$ cat src/rtl/sched_pkg.sv
package sched_pkg;
  typedef enum logic [2:0] {
    ST_IDLE, ST_EVAL, ST_ADD, ST_ISSUE, ST_WAIT, ST_RETIRE
  } sched_st_e;

  localparam logic RES_OK    = 1'b0;
  localparam logic RES_INVAL = 1'b1;
endpackage

$ cat src/rtl/sched_req_check.sv
module sched_req_check #(
  parameter int POS_W       = 32,
  parameter int LEN_W       = 16,
  parameter int SECT_BYTES  = 512,
  parameter int DEV_SECTORS = 4096,
  localparam int SHIFT = $clog2(SECT_BYTES),
  localparam int BLK_W = POS_W - SHIFT
) (
  input  logic [POS_W-1:0] pos,
  input  logic [LEN_W-1:0] len,
  output logic             bad_align,
  output logic             no_xfer,
  output logic [LEN_W-1:0] len_clip,
  output logic [BLK_W-1:0] start_blk
);
  localparam logic [63:0]    DEV_L     = 64'(DEV_SECTORS) * 64'(SECT_BYTES);
  localparam logic [POS_W:0] DEV_BYTES = DEV_L[POS_W:0];

  logic [POS_W:0] end_b;
  logic [POS_W:0] tail;

  always_comb begin
    bad_align = (|pos[SHIFT-1:0]) | (|len[SHIFT-1:0]);
    no_xfer   = ({1'b0, pos} >= DEV_BYTES) || (len == '0);
    end_b     = {1'b0, pos} + (POS_W+1)'(len);
    tail      = DEV_BYTES - {1'b0, pos};
    len_clip  = (end_b > DEV_BYTES) ? tail[LEN_W-1:0] : len;
    start_blk = pos[POS_W-1:SHIFT];
  end
endmodule

$ cat src/rtl/sched_slot_table.sv
module sched_slot_table #(
  parameter int NSLOT  = 8,
  parameter int ID_W   = 4,
  parameter int BLK_W  = 23,
  parameter int LEN_W  = 16,
  parameter int ADDR_W = 24,
  localparam int IDX_W = $clog2(NSLOT),
  localparam int SL_W  = ID_W + BLK_W + LEN_W + 2*ADDR_W
) (
  input  logic              clk,
  input  logic              wr_en,
  input  logic [IDX_W-1:0]  wr_idx,
  input  logic [ID_W-1:0]   wr_id,
  input  logic [BLK_W-1:0]  wr_blk,
  input  logic [LEN_W-1:0]  wr_bytes,
  input  logic [ADDR_W-1:0] wr_addr,
  input  logic [ADDR_W-1:0] wr_dma,
  input  logic [IDX_W-1:0]  rd_idx,
  output logic [ID_W-1:0]   rd_id,
  output logic [BLK_W-1:0]  rd_blk,
  output logic [LEN_W-1:0]  rd_bytes,
  output logic [ADDR_W-1:0] rd_addr,
  output logic [ADDR_W-1:0] rd_dma
);
  logic [SL_W-1:0] slot_a [NSLOT];

  for (genvar s = 0; s < NSLOT; s++) begin : g_slot
    logic [SL_W-1:0] slot_r;
    always_ff @(posedge clk) begin
      if (wr_en && (wr_idx == IDX_W'(s))) begin
        slot_r <= {wr_id, wr_blk, wr_bytes, wr_addr, wr_dma};
      end
    end
    assign slot_a[s] = slot_r;
  end

  assign {rd_id, rd_blk, rd_bytes, rd_addr, rd_dma} = slot_a[rd_idx];
endmodule

$ cat src/rtl/sched_coalescer.sv
module sched_coalescer
  import sched_pkg::*;
#(
  parameter int POS_W       = 32,
  parameter int LEN_W       = 16,
  parameter int ADDR_W      = 24,
  parameter int ID_W        = 4,
  parameter int SECT_BYTES  = 512,
  parameter int DEV_SECTORS = 4096,
  parameter int NSLOT       = 8,
  parameter int BUF_SECT    = 16,
  parameter int MAX_ERR     = 4,
  parameter bit BUFFERED    = 1'b1,
  localparam int SHIFT     = $clog2(SECT_BYTES),
  localparam int BLK_W     = POS_W - SHIFT,
  localparam int CNT_W     = $clog2(NSLOT + 1),
  localparam int IDX_W     = $clog2(NSLOT),
  localparam int JB_W      = LEN_W + CNT_W,
  localparam int NSEC_W    = JB_W - SHIFT,
  localparam int ERR_W     = $clog2(MAX_ERR + 1),
  localparam int BUF_BYTES = BUF_SECT * SECT_BYTES
) (
  input  logic              clk,
  input  logic              rst_n,
  input  logic              req_valid,
  output logic              req_ready,
  input  logic              req_write,
  input  logic [ID_W-1:0]   req_id,
  input  logic [POS_W-1:0]  req_pos,
  input  logic [LEN_W-1:0]  req_len,
  input  logic [ADDR_W-1:0] req_addr,
  input  logic              flush_valid,
  output logic              res_valid,
  output logic [ID_W-1:0]   res_id,
  output logic              res_code,
  output logic              xfer_start,
  output logic              xfer_write,
  output logic [BLK_W-1:0]  xfer_sector,
  output logic [NSEC_W-1:0] xfer_nsec,
  output logic [ADDR_W-1:0] xfer_dma,
  output logic [ADDR_W-1:0] xfer_user,
  input  logic              xfer_done,
  input  logic              xfer_err,
  input  logic              xfer_bad,
  output logic              done_valid,
  output logic [ID_W-1:0]   done_id,
  output logic [LEN_W-1:0]  done_bytes,
  output logic              fail_valid,
  output logic [ID_W-1:0]   fail_id,
  output logic              flush_done
);
  // reset: asserted asynchronously, released on the clock
  logic [1:0] rs_q;
  logic       rst_sync_n;
  always_ff @(posedge clk or negedge rst_n) begin
    if (!rst_n) rs_q <= 2'b00;
    else        rs_q <= {rs_q[0], 1'b1};
  end
  assign rst_sync_n = rs_q[1];

  sched_st_e st_q, st_d;
  logic [ID_W-1:0]   cur_id_q, cur_id_d;
  logic              cur_w_q, cur_w_d;
  logic [POS_W-1:0]  cur_pos_q, cur_pos_d;
  logic [LEN_W-1:0]  cur_len_q, cur_len_d;
  logic [ADDR_W-1:0] cur_addr_q, cur_addr_d;
  logic [BLK_W-1:0]  cur_blk_q, cur_blk_d, next_q, next_d;
  logic [LEN_W-1:0]  cur_left_q, cur_left_d;
  logic [CNT_W-1:0]  nslots_q, nslots_d, head_q, head_d;
  logic [JB_W-1:0]   job_bytes_q, job_bytes_d, left_q, left_d, rt_q, rt_d;
  logic              job_w_q, job_w_d, many_q, many_d, pend_q, pend_d;
  logic [ERR_W-1:0]  err_q, err_d;
  logic              res_v_d, res_c_d, done_v_d, fail_v_d, flush_d, xs_d, xw_d;
  logic [ID_W-1:0]   res_id_d, done_id_d, fail_id_d;
  logic [LEN_W-1:0]  done_b_d;
  logic [BLK_W-1:0]  xsec_d;
  logic [NSEC_W-1:0] xnsec_d;
  logic [ADDR_W-1:0] xdma_d, xuser_d;

  logic              bad_align, no_xfer;
  logic [LEN_W-1:0]  len_clip;
  logic [BLK_W-1:0]  start_blk;

  sched_req_check #(
    .POS_W(POS_W), .LEN_W(LEN_W), .SECT_BYTES(SECT_BYTES), .DEV_SECTORS(DEV_SECTORS)
  ) u_check (
    .pos(cur_pos_q), .len(cur_len_q), .bad_align(bad_align), .no_xfer(no_xfer),
    .len_clip(len_clip), .start_blk(start_blk)
  );

  logic              wr_en;
  logic [ADDR_W-1:0] wr_dma;
  logic [LEN_W-1:0]  chunk;
  logic [ID_W-1:0]   rd_id;
  logic [BLK_W-1:0]  rd_blk;
  logic [LEN_W-1:0]  rd_bytes;
  logic [ADDR_W-1:0] rd_addr, rd_dma;

  sched_slot_table #(
    .NSLOT(NSLOT), .ID_W(ID_W), .BLK_W(BLK_W), .LEN_W(LEN_W), .ADDR_W(ADDR_W)
  ) u_slots (
    .clk(clk), .wr_en(wr_en), .wr_idx(nslots_q[IDX_W-1:0]), .wr_id(cur_id_q),
    .wr_blk(cur_blk_q), .wr_bytes(chunk), .wr_addr(cur_addr_q), .wr_dma(wr_dma),
    .rd_idx(head_q[IDX_W-1:0]), .rd_id(rd_id), .rd_blk(rd_blk), .rd_bytes(rd_bytes),
    .rd_addr(rd_addr), .rd_dma(rd_dma)
  );

  logic [JB_W-1:0] room, xbytes;
  logic            job_full, clear_job, finish;

  always_comb begin
    room     = JB_W'(BUF_BYTES) - job_bytes_q;
    chunk    = (BUFFERED && (JB_W'(cur_left_q) > room)) ? room[LEN_W-1:0] : cur_left_q;
    job_full = (nslots_q == CNT_W'(NSLOT)) ||
               (BUFFERED && (job_bytes_q == JB_W'(BUF_BYTES)));
    wr_dma   = BUFFERED ? ADDR_W'(job_bytes_q) : cur_addr_q;
    xbytes   = many_q ? left_q : JB_W'(rd_bytes);
  end

  always_comb begin
    st_d = st_q;
    cur_id_d = cur_id_q; cur_w_d = cur_w_q; cur_pos_d = cur_pos_q; cur_len_d = cur_len_q;
    cur_addr_d = cur_addr_q; cur_blk_d = cur_blk_q; cur_left_d = cur_left_q; next_d = next_q;
    nslots_d = nslots_q; head_d = head_q; job_bytes_d = job_bytes_q; left_d = left_q;
    rt_d = rt_q; job_w_d = job_w_q; many_d = many_q; pend_d = pend_q; err_d = err_q;
    res_v_d = 1'b0; res_c_d = RES_OK; res_id_d = cur_id_q;
    done_v_d = 1'b0; done_id_d = rd_id; done_b_d = rd_bytes;
    fail_v_d = 1'b0; fail_id_d = rd_id; flush_d = 1'b0;
    xs_d = 1'b0; xw_d = xfer_write; xsec_d = xfer_sector; xnsec_d = xfer_nsec;
    xdma_d = xfer_dma; xuser_d = xfer_user;
    wr_en = 1'b0; clear_job = 1'b0; finish = 1'b0;
    case (st_q)
      ST_IDLE: begin
        if (req_valid) begin
          cur_id_d = req_id; cur_w_d = req_write; cur_pos_d = req_pos;
          cur_len_d = req_len; cur_addr_d = req_addr;
          st_d = ST_EVAL;
        end else if (flush_valid) begin
          if (nslots_q == '0) flush_d = 1'b1;
          else begin pend_d = 1'b0; st_d = ST_ISSUE; end
        end
      end
      ST_EVAL: begin
        if (bad_align) begin
          res_v_d = 1'b1; res_c_d = RES_INVAL; st_d = ST_IDLE;
        end else if (no_xfer) begin
          res_v_d = 1'b1; st_d = ST_IDLE;
        end else begin
          cur_left_d = len_clip;
          cur_blk_d  = start_blk;
          next_d     = start_blk + BLK_W'(len_clip >> SHIFT);
          if ((nslots_q != '0) &&
              ((BUFFERED && (start_blk != next_q)) || (cur_w_q != job_w_q))) begin
            pend_d = 1'b1; st_d = ST_ISSUE;
          end else st_d = ST_ADD;
        end
      end
      ST_ADD: begin
        if (job_full) begin
          pend_d = 1'b1; st_d = ST_ISSUE;
        end else begin
          wr_en = 1'b1;
          if (nslots_q == '0) job_w_d = cur_w_q;
          nslots_d    = nslots_q + 1'b1;
          job_bytes_d = job_bytes_q + JB_W'(chunk);
          left_d      = left_q + JB_W'(chunk);
          cur_blk_d   = cur_blk_q + BLK_W'(chunk >> SHIFT);
          cur_addr_d  = cur_addr_q + ADDR_W'(chunk);
          cur_left_d  = cur_left_q - chunk;
          if (chunk == cur_left_q) begin res_v_d = 1'b1; st_d = ST_IDLE; end
        end
      end
      ST_ISSUE: begin
        xs_d = 1'b1; xw_d = job_w_q; xsec_d = rd_blk;
        xnsec_d = xbytes[JB_W-1:SHIFT]; xdma_d = rd_dma; xuser_d = rd_addr;
        rt_d = xbytes;
        st_d = ST_WAIT;
      end
      ST_WAIT: begin
        if (xfer_done) begin
          if (xfer_err) begin
            if (xfer_bad || (err_q == ERR_W'(MAX_ERR - 1))) begin
              fail_v_d = 1'b1; clear_job = 1'b1; finish = 1'b1;
            end else begin
              err_d = err_q + 1'b1; many_d = 1'b0; st_d = ST_ISSUE;
            end
          end else begin
            err_d = '0; st_d = ST_RETIRE;
          end
        end
      end
      ST_RETIRE: begin
        done_v_d = 1'b1;
        head_d   = head_q + 1'b1;
        left_d   = left_q - JB_W'(rd_bytes);
        rt_d     = rt_q - JB_W'(rd_bytes);
        if (rt_q == JB_W'(rd_bytes)) begin
          if ((head_q + 1'b1) == nslots_q) begin clear_job = 1'b1; finish = 1'b1; end
          else st_d = ST_ISSUE;
        end
      end
      default: st_d = ST_IDLE;
    endcase
    if (clear_job) begin
      nslots_d = '0; head_d = '0; job_bytes_d = '0; left_d = '0;
      err_d = '0; many_d = BUFFERED;
    end
    if (finish) begin
      if (pend_q) begin pend_d = 1'b0; st_d = ST_ADD; end
      else begin flush_d = 1'b1; st_d = ST_IDLE; end
    end
  end

  always_ff @(posedge clk or negedge rst_sync_n) begin
    if (!rst_sync_n) begin
      st_q <= ST_IDLE;
      cur_id_q <= '0; cur_w_q <= 1'b0; cur_pos_q <= '0; cur_len_q <= '0;
      cur_addr_q <= '0; cur_blk_q <= '0; cur_left_q <= '0; next_q <= '0;
      nslots_q <= '0; head_q <= '0; job_bytes_q <= '0; left_q <= '0; rt_q <= '0;
      job_w_q <= 1'b0; many_q <= BUFFERED; pend_q <= 1'b0; err_q <= '0;
      res_valid <= 1'b0; res_id <= '0; res_code <= RES_OK;
      done_valid <= 1'b0; done_id <= '0; done_bytes <= '0;
      fail_valid <= 1'b0; fail_id <= '0; flush_done <= 1'b0;
      xfer_start <= 1'b0; xfer_write <= 1'b0; xfer_sector <= '0; xfer_nsec <= '0;
      xfer_dma <= '0; xfer_user <= '0;
    end else begin
      st_q <= st_d;
      cur_id_q <= cur_id_d; cur_w_q <= cur_w_d; cur_pos_q <= cur_pos_d; cur_len_q <= cur_len_d;
      cur_addr_q <= cur_addr_d; cur_blk_q <= cur_blk_d; cur_left_q <= cur_left_d; next_q <= next_d;
      nslots_q <= nslots_d; head_q <= head_d; job_bytes_q <= job_bytes_d; left_q <= left_d;
      rt_q <= rt_d; job_w_q <= job_w_d; many_q <= many_d; pend_q <= pend_d; err_q <= err_d;
      res_valid <= res_v_d; res_id <= res_id_d; res_code <= res_c_d;
      done_valid <= done_v_d; done_id <= done_id_d; done_bytes <= done_b_d;
      fail_valid <= fail_v_d; fail_id <= fail_id_d; flush_done <= flush_d;
      xfer_start <= xs_d; xfer_write <= xw_d; xfer_sector <= xsec_d; xfer_nsec <= xnsec_d;
      xfer_dma <= xdma_d; xfer_user <= xuser_d;
    end
  end

  assign req_ready = (st_q == ST_IDLE);

  // ---------------- assertions ----------------
  assert_inval_not_queued_R1: assert property (@(posedge clk) disable iff (!rst_sync_n)
    (res_valid && (res_code == RES_INVAL)) |-> $stable(nslots_q));

  assert_job_bound_R5: assert property (@(posedge clk) disable iff (!rst_sync_n)
    !BUFFERED || (job_bytes_q <= JB_W'(BUF_BYTES)));

  assert_slot_bound_R6: assert property (@(posedge clk) disable iff (!rst_sync_n)
    nslots_q <= CNT_W'(NSLOT));

  assert_fail_after_err_R8: assert property (@(posedge clk) disable iff (!rst_sync_n)
    fail_valid |-> $past(xfer_done && xfer_err));

  assert_done_whole_R9: assert property (@(posedge clk) disable iff (!rst_sync_n)
    done_valid |-> ((done_bytes[SHIFT-1:0] == '0) && (done_bytes != '0)));

  assert_empty_flush_R10: assert property (@(posedge clk) disable iff (!rst_sync_n)
    (req_ready && !req_valid && flush_valid && (nslots_q == '0)) |=> flush_done);

  assert_start_pulse_R11: assert property (@(posedge clk) disable iff (!rst_sync_n)
    xfer_start |=> !xfer_start);

  assert_no_start_busy_R11: assert property (@(posedge clk) disable iff (!rst_sync_n)
    ((st_q == ST_WAIT) && !xfer_done) |=> !xfer_start);
endmodule

$ cat config.mk
export PLATFORM = sky130hd
export DESIGN_NAME = sched_coalescer
export DESIGN_NICKNAME = d
export VERILOG_FILES = /design/src/rtl/sched_pkg.sv /design/src/rtl/sched_req_check.sv /design/src/rtl/sched_slot_table.sv /design/src/rtl/sched_coalescer.sv
export SDC_FILE = /design/constraint.sdc
export NUM_CORES = 2
export LEC_CHECK = 0
export ABC_CLOCK_PERIOD_IN_PS = 12450
export BUFFER_PORTS_ARGS = -buffer_cell sky130_fd_sc_hd__buf_2
export CAP_MARGIN = 20
export CORE_MARGIN = 5
export CORE_UTILIZATION = 40
export CTS_CLUSTER_DIAMETER = 60
export DETAILED_ROUTE_END_ITERATION = 16
export HOLD_SLACK_MARGIN = 0.15
export PLACE_DENSITY = 0.54
export SYNTH_ARGS = -nofsm -noshare
export SYNTH_HDL_FRONTEND = slang
export SYNTH_SLANG_ARGS = --single-unit
$ cat constraint.sdc
create_clock -name clk -period 12.45 [get_ports clk]
set_clock_uncertainty 0.15 [all_clocks]
set_input_delay 2.49 -clock clk [delete_from_list [all_inputs] [get_ports clk]]
set_output_delay 2.49 -clock clk [all_outputs]
set_load 0.005 [all_outputs]
==> results <==
- The buffering stage count on the worst path with inverters included is 1.
- Internal power comes to between 5 and 6 mW.
- The register area share after synthesis is 0.615.
- Ranked by total cell area, the synthesized netlist is headed by edfxtp_1, dfrtp_1, mux4_2, ha_1, o21ai_0.
- The HPWL after detailed placement is between 80000 and 90000 um.
- Power comes to 7.24 mW.
- Of the total power, registers draw 0.504.
- The worst setup path is of the flop to flop kind.
- The post-synthesis cell type with the largest combined area is edfxtp_1.
- In the final routed layout, each cell accounts on average for around 24 um.
- Of the total power, the share spent switching nets is 0.208.
- The transition time of the tightest slew-check pin is between 1 and 1.5 ns.
- The worst path setup slack after routing is ~3.6 ns.
- The final count of pins violating max slew is 0.
- The via total after detailed routing is approximately 29000.
- On the critical path, the stage with the largest delay is an instance of a2111oi_0.
- In this run the most critical hold path is launched from rs_q[0].
- The area growth from synthesis to layout is 14.0%.
- The maximum fanout along the worst path is 31.
- The number of top-level design ports is roughly 200.
- The fraction of registers with async set/reset is 0.320.
- After filler insertion, the fill cell instance count of the layout stands at approximately 11000.
- The synthesized netlist contains between 90 and 100 unique library cells.
- The commonest non-fill, non-tap cell in the layout is edfxtp_1.
- The number of search-and-repair iterations in the first detailed-routing pass is 5.
- The starting density of the core is 0.401.
- In the finished design, the share of the clock period the worst path needs comes to 0.714.
- The clock tree root buffer cell is clkbuf_16.
- Clock-pin slew was measured on the worst setup and hold paths at around 0.06 ns.
- The worst register-to-register path begins at job_bytes_q[5].
- The count of synthesis-stage warnings from yosys is 0.
- The number of H-tree branching levels is 3.
- The number of I/O port buffers is 197.
- The total power divided by cell area is around 130 nW/um^2.
- After detailed routing, the total wire length is 126000 um.
- The clock tree from TritonCTS is done.
- The via count of the first global-routing pass is slightly below 30000.
- Setup violations remaining at the end of the flow were counted as 0.
- The worst setup timing slack at the placement stage is about 3.7 ns.
- The commonest register cell after synthesis is edfxtp_1.
- The CTS sink count is between 1000 and 1500.
- The post-CTS repair timing setup buffer count is 0.
- The path class of the tightest hold or removal check is flop to flop.
- The worst slew margin relative to its limit is 0.275.
- After layout, the minimum clock period comes to roughly 8.9 ns.
- Across the run, the number of max-cap violations was 0.
- In the global route stage, overall resource usage came out at 0.200.
- The die extent in x is 354 um.
- For hold timing, the worst endpoint is rs_q[1].
- The row count is 126.
- Derived from the worst setup path, the maximum achievable clock frequency is between 100 and 150 MHz.
- The initial antenna violation count was 8.
- The number of CTS-inserted buffers is 113.
- The clock share of power is 0.477.
- The synthesized netlist cell count is between 3000 and 4000.
- Broken down by cell family, the worst path's largest delay share belongs to compound AO/OA/AOI/OAI gates.
- The share of synthesized area in the top cell type comes to 0.442.
- The library cells used most frequently in the layout, excluding fill and tap cells, are edfxtp_1, dfrtp_1, nand2_1.
- The combinational group share of total power is 0.019.
- The number of hold buffers added after CTS is 0.
- The average instance in the mapped netlist occupies between 10 and 15 um^2.
- The count of nets left with antenna violations once routing finished came out at 0.
- In this run the critical register-to-register path is captured at left_q[19].
- After global routing the overflow that remains totals 0.
- The global-route wire length before repair is between 150000 and 200000 um.
- The largest single stage delay on the critical path is ~0.63 ns.
- The final hold violation count is 0.
- The element type at the critical path start is a flop.
- Counting flops with a built-in enable in the synthesized netlist gives ~700.
- The critical path runs through a total of 30 cells.
- The setup TNS is 0 ns.
- Summed over all nets, the switching power comes to 1.51 mW.
- The congestion estimate from routability-driven global placement came to 0.917.
- For this block, the initial DRC count from the detailed router was roughly 2600.
- At the worst endpoint, the required time is 12.88 ns.
- Setup repair after global routing left no endpoint under its margin.
- For the worst flop-to-flop path, the logic depth is 30.
- The DRC violations left is 0.
- The later-pin clock latency in the skew report is between 0.7 and 0.8 ns.
- The die footprint is 125000 um^2.
- The largest net degree at the start of global routing is 73.
- The overall die height is 354 um.
- Data on the critical path arrives at its endpoint at about 9.3 ns.
- The kind of capture point of the worst setup path is a flop.
- The worst supply voltage drop on vdd is 0.109 mV.
- The worst hold path passes through 0 cells.
- The run finished with clean final reports.
- The maximum count of clock buffers along a single path is 3.
- The mapped netlist covers 47300 um^2.
- Of the cells placed in the final design, the portion with a size suffix greater than 1 is 0.197.
- In this run the static leakage power is just over 20 nW.
- The net count of the finished layout is 3835.
- The floorplan step defined a core boundary enclosing 118000 um^2.
- In this run, post-CTS repair resized a total of 0 instances.
- The register bit count reported by yosys is ~1000.
- The average via count per standard cell is approximately 5.5.
- For flop-to-flop paths, the worst setup slack is 3.56 ns.
## state kept, by name (all words and copies together), names as in the netlist, 20 cells and up
register and cells:
cur_addr_q 24, cur_blk_q 23, cur_pos_q 32, job_bytes_q 20
left_q 20, next_q 23, rt_q 20, u_slots.g_slot.slot_r 696
xfer_dma 20, xfer_sector 23, xfer_user 24
## area by class of cell
cell class,count,area (um^2),area share
tap,1536,1920,0.0357
inverter,100,375,0.00697
timing repair buffer,248,1370,0.0254
clock inverter,68,802,0.0149
sequential,1023,29100,0.540
clock buffer,147,3110,0.0577
multi-input combinational,2120,17200,0.319
antenna,6,15.0,0.000279
## worst reg2reg max path: cells and delay by family, from the launching register on
family / cells / cell delay [ns]
multiplexers: 1 / 0.18
AND/OR/NAND/NOR: 11 / 2.68
buffers and inverters: 1 / 0.20
adder cells (fa/ha/maj): 3 / 1.18
AO/OA/AOI/OAI: 12 / 3.30
flip-flops: 1 / 0.61
XOR/XNOR: 2 / 0.47
## synth_stat cells (17+ instances only)
| master | instances |
|---|---|
| a211oi_1 | 27 |
| a21o_1 | 31 |
| a21oi_1 | 137 |
| a31oi_1 | 38 |
| and2_1 | 28 |
| and3_1 | 28 |
| buf_1 | 35 |
| clkbuf_1 | 117 |
| dfrtp_1 | 326 |
| edfxtp_1 | 696 |
| ha_1 | 137 |
| inv_1 | 98 |
| mux2_2 | 67 |
| mux2i_1 | 98 |
| mux4_2 | 174 |
| nand2_1 | 276 |
| nand2b_1 | 22 |
| nand3_1 | 65 |
| nand4_1 | 33 |
| nor2_1 | 172 |
| nor2b_1 | 17 |
| nor3_1 | 75 |
| nor4_1 | 25 |
| o211ai_1 | 20 |
| o21ai_0 | 215 |
| o31ai_1 | 37 |
| or3_1 | 22 |
| xnor2_1 | 98 |
| xor2_1 | 53 |
## worst max-delay path by stage
stage,to,slack [ns],from
2_1_floorplan,cur_addr_q[0],2.51,rs_q[1]
3_5_place_dp,left_q[19],3.66,job_bytes_q[5]
6_report,left_q[19],3.56,job_bytes_q[5]
3_3_place_gp,left_q[19],3.78,job_bytes_q[4]
4_1_cts,left_q[19],3.60,job_bytes_q[4]
5_1_grt,left_q[19],2.85,job_bytes_q[4]
## metrics by stage
stage	hold slack (ns)	cells	cell area (um^2)	utilization
finish	0.201	5248	53900	0.457
global route	0.210	5244	53900	0.457
CTS	0.206	5242	53900	0.457
detailed placement	0.194	5027	50000	0.424
global placement	0.185	5027	50000	0.424
floorplan	0.181	3415	47300	-
## metal layers
layer | up-vias | wire length (um) | global-route usage
li1 | 13500 | - | -
met1 | 14700 | 58900 | 0.292
met2 | 731 | 57000 | 0.311
met3 | 173 | 7040 | 0.0361
met4 | 0 | 3130 | 0.0529
met5 | - | 0 | 0
## logic make-up after synthesis
group           after synthesis  share of synthesized area
flops                      1023                      0.615
simple gates                821                     0.0838
compound gates              654                     0.0880
mux                         342                      0.121
buf+inv                     272                     0.0232
xor+xnor                    153                     0.0289
fa+ha+maj                   145                     0.0397
other cells                   2                   0.000159
## power groups by stage
stage | sequential, mW | combinational (mW) | clock (mW)
2_1_floorplan | 3.71 | 0.0840 | 0
3_3_place_gp | 3.72 | 0.137 | 0
3_5_place_dp | 3.72 | 0.137 | 0
4_1_cts | 3.65 | 0.138 | 3.53
5_1_grt | 3.65 | 0.153 | 3.67
6_report | 3.65 | 0.136 | 3.45
No activity file was read; power rests on OpenSTA's default activity.
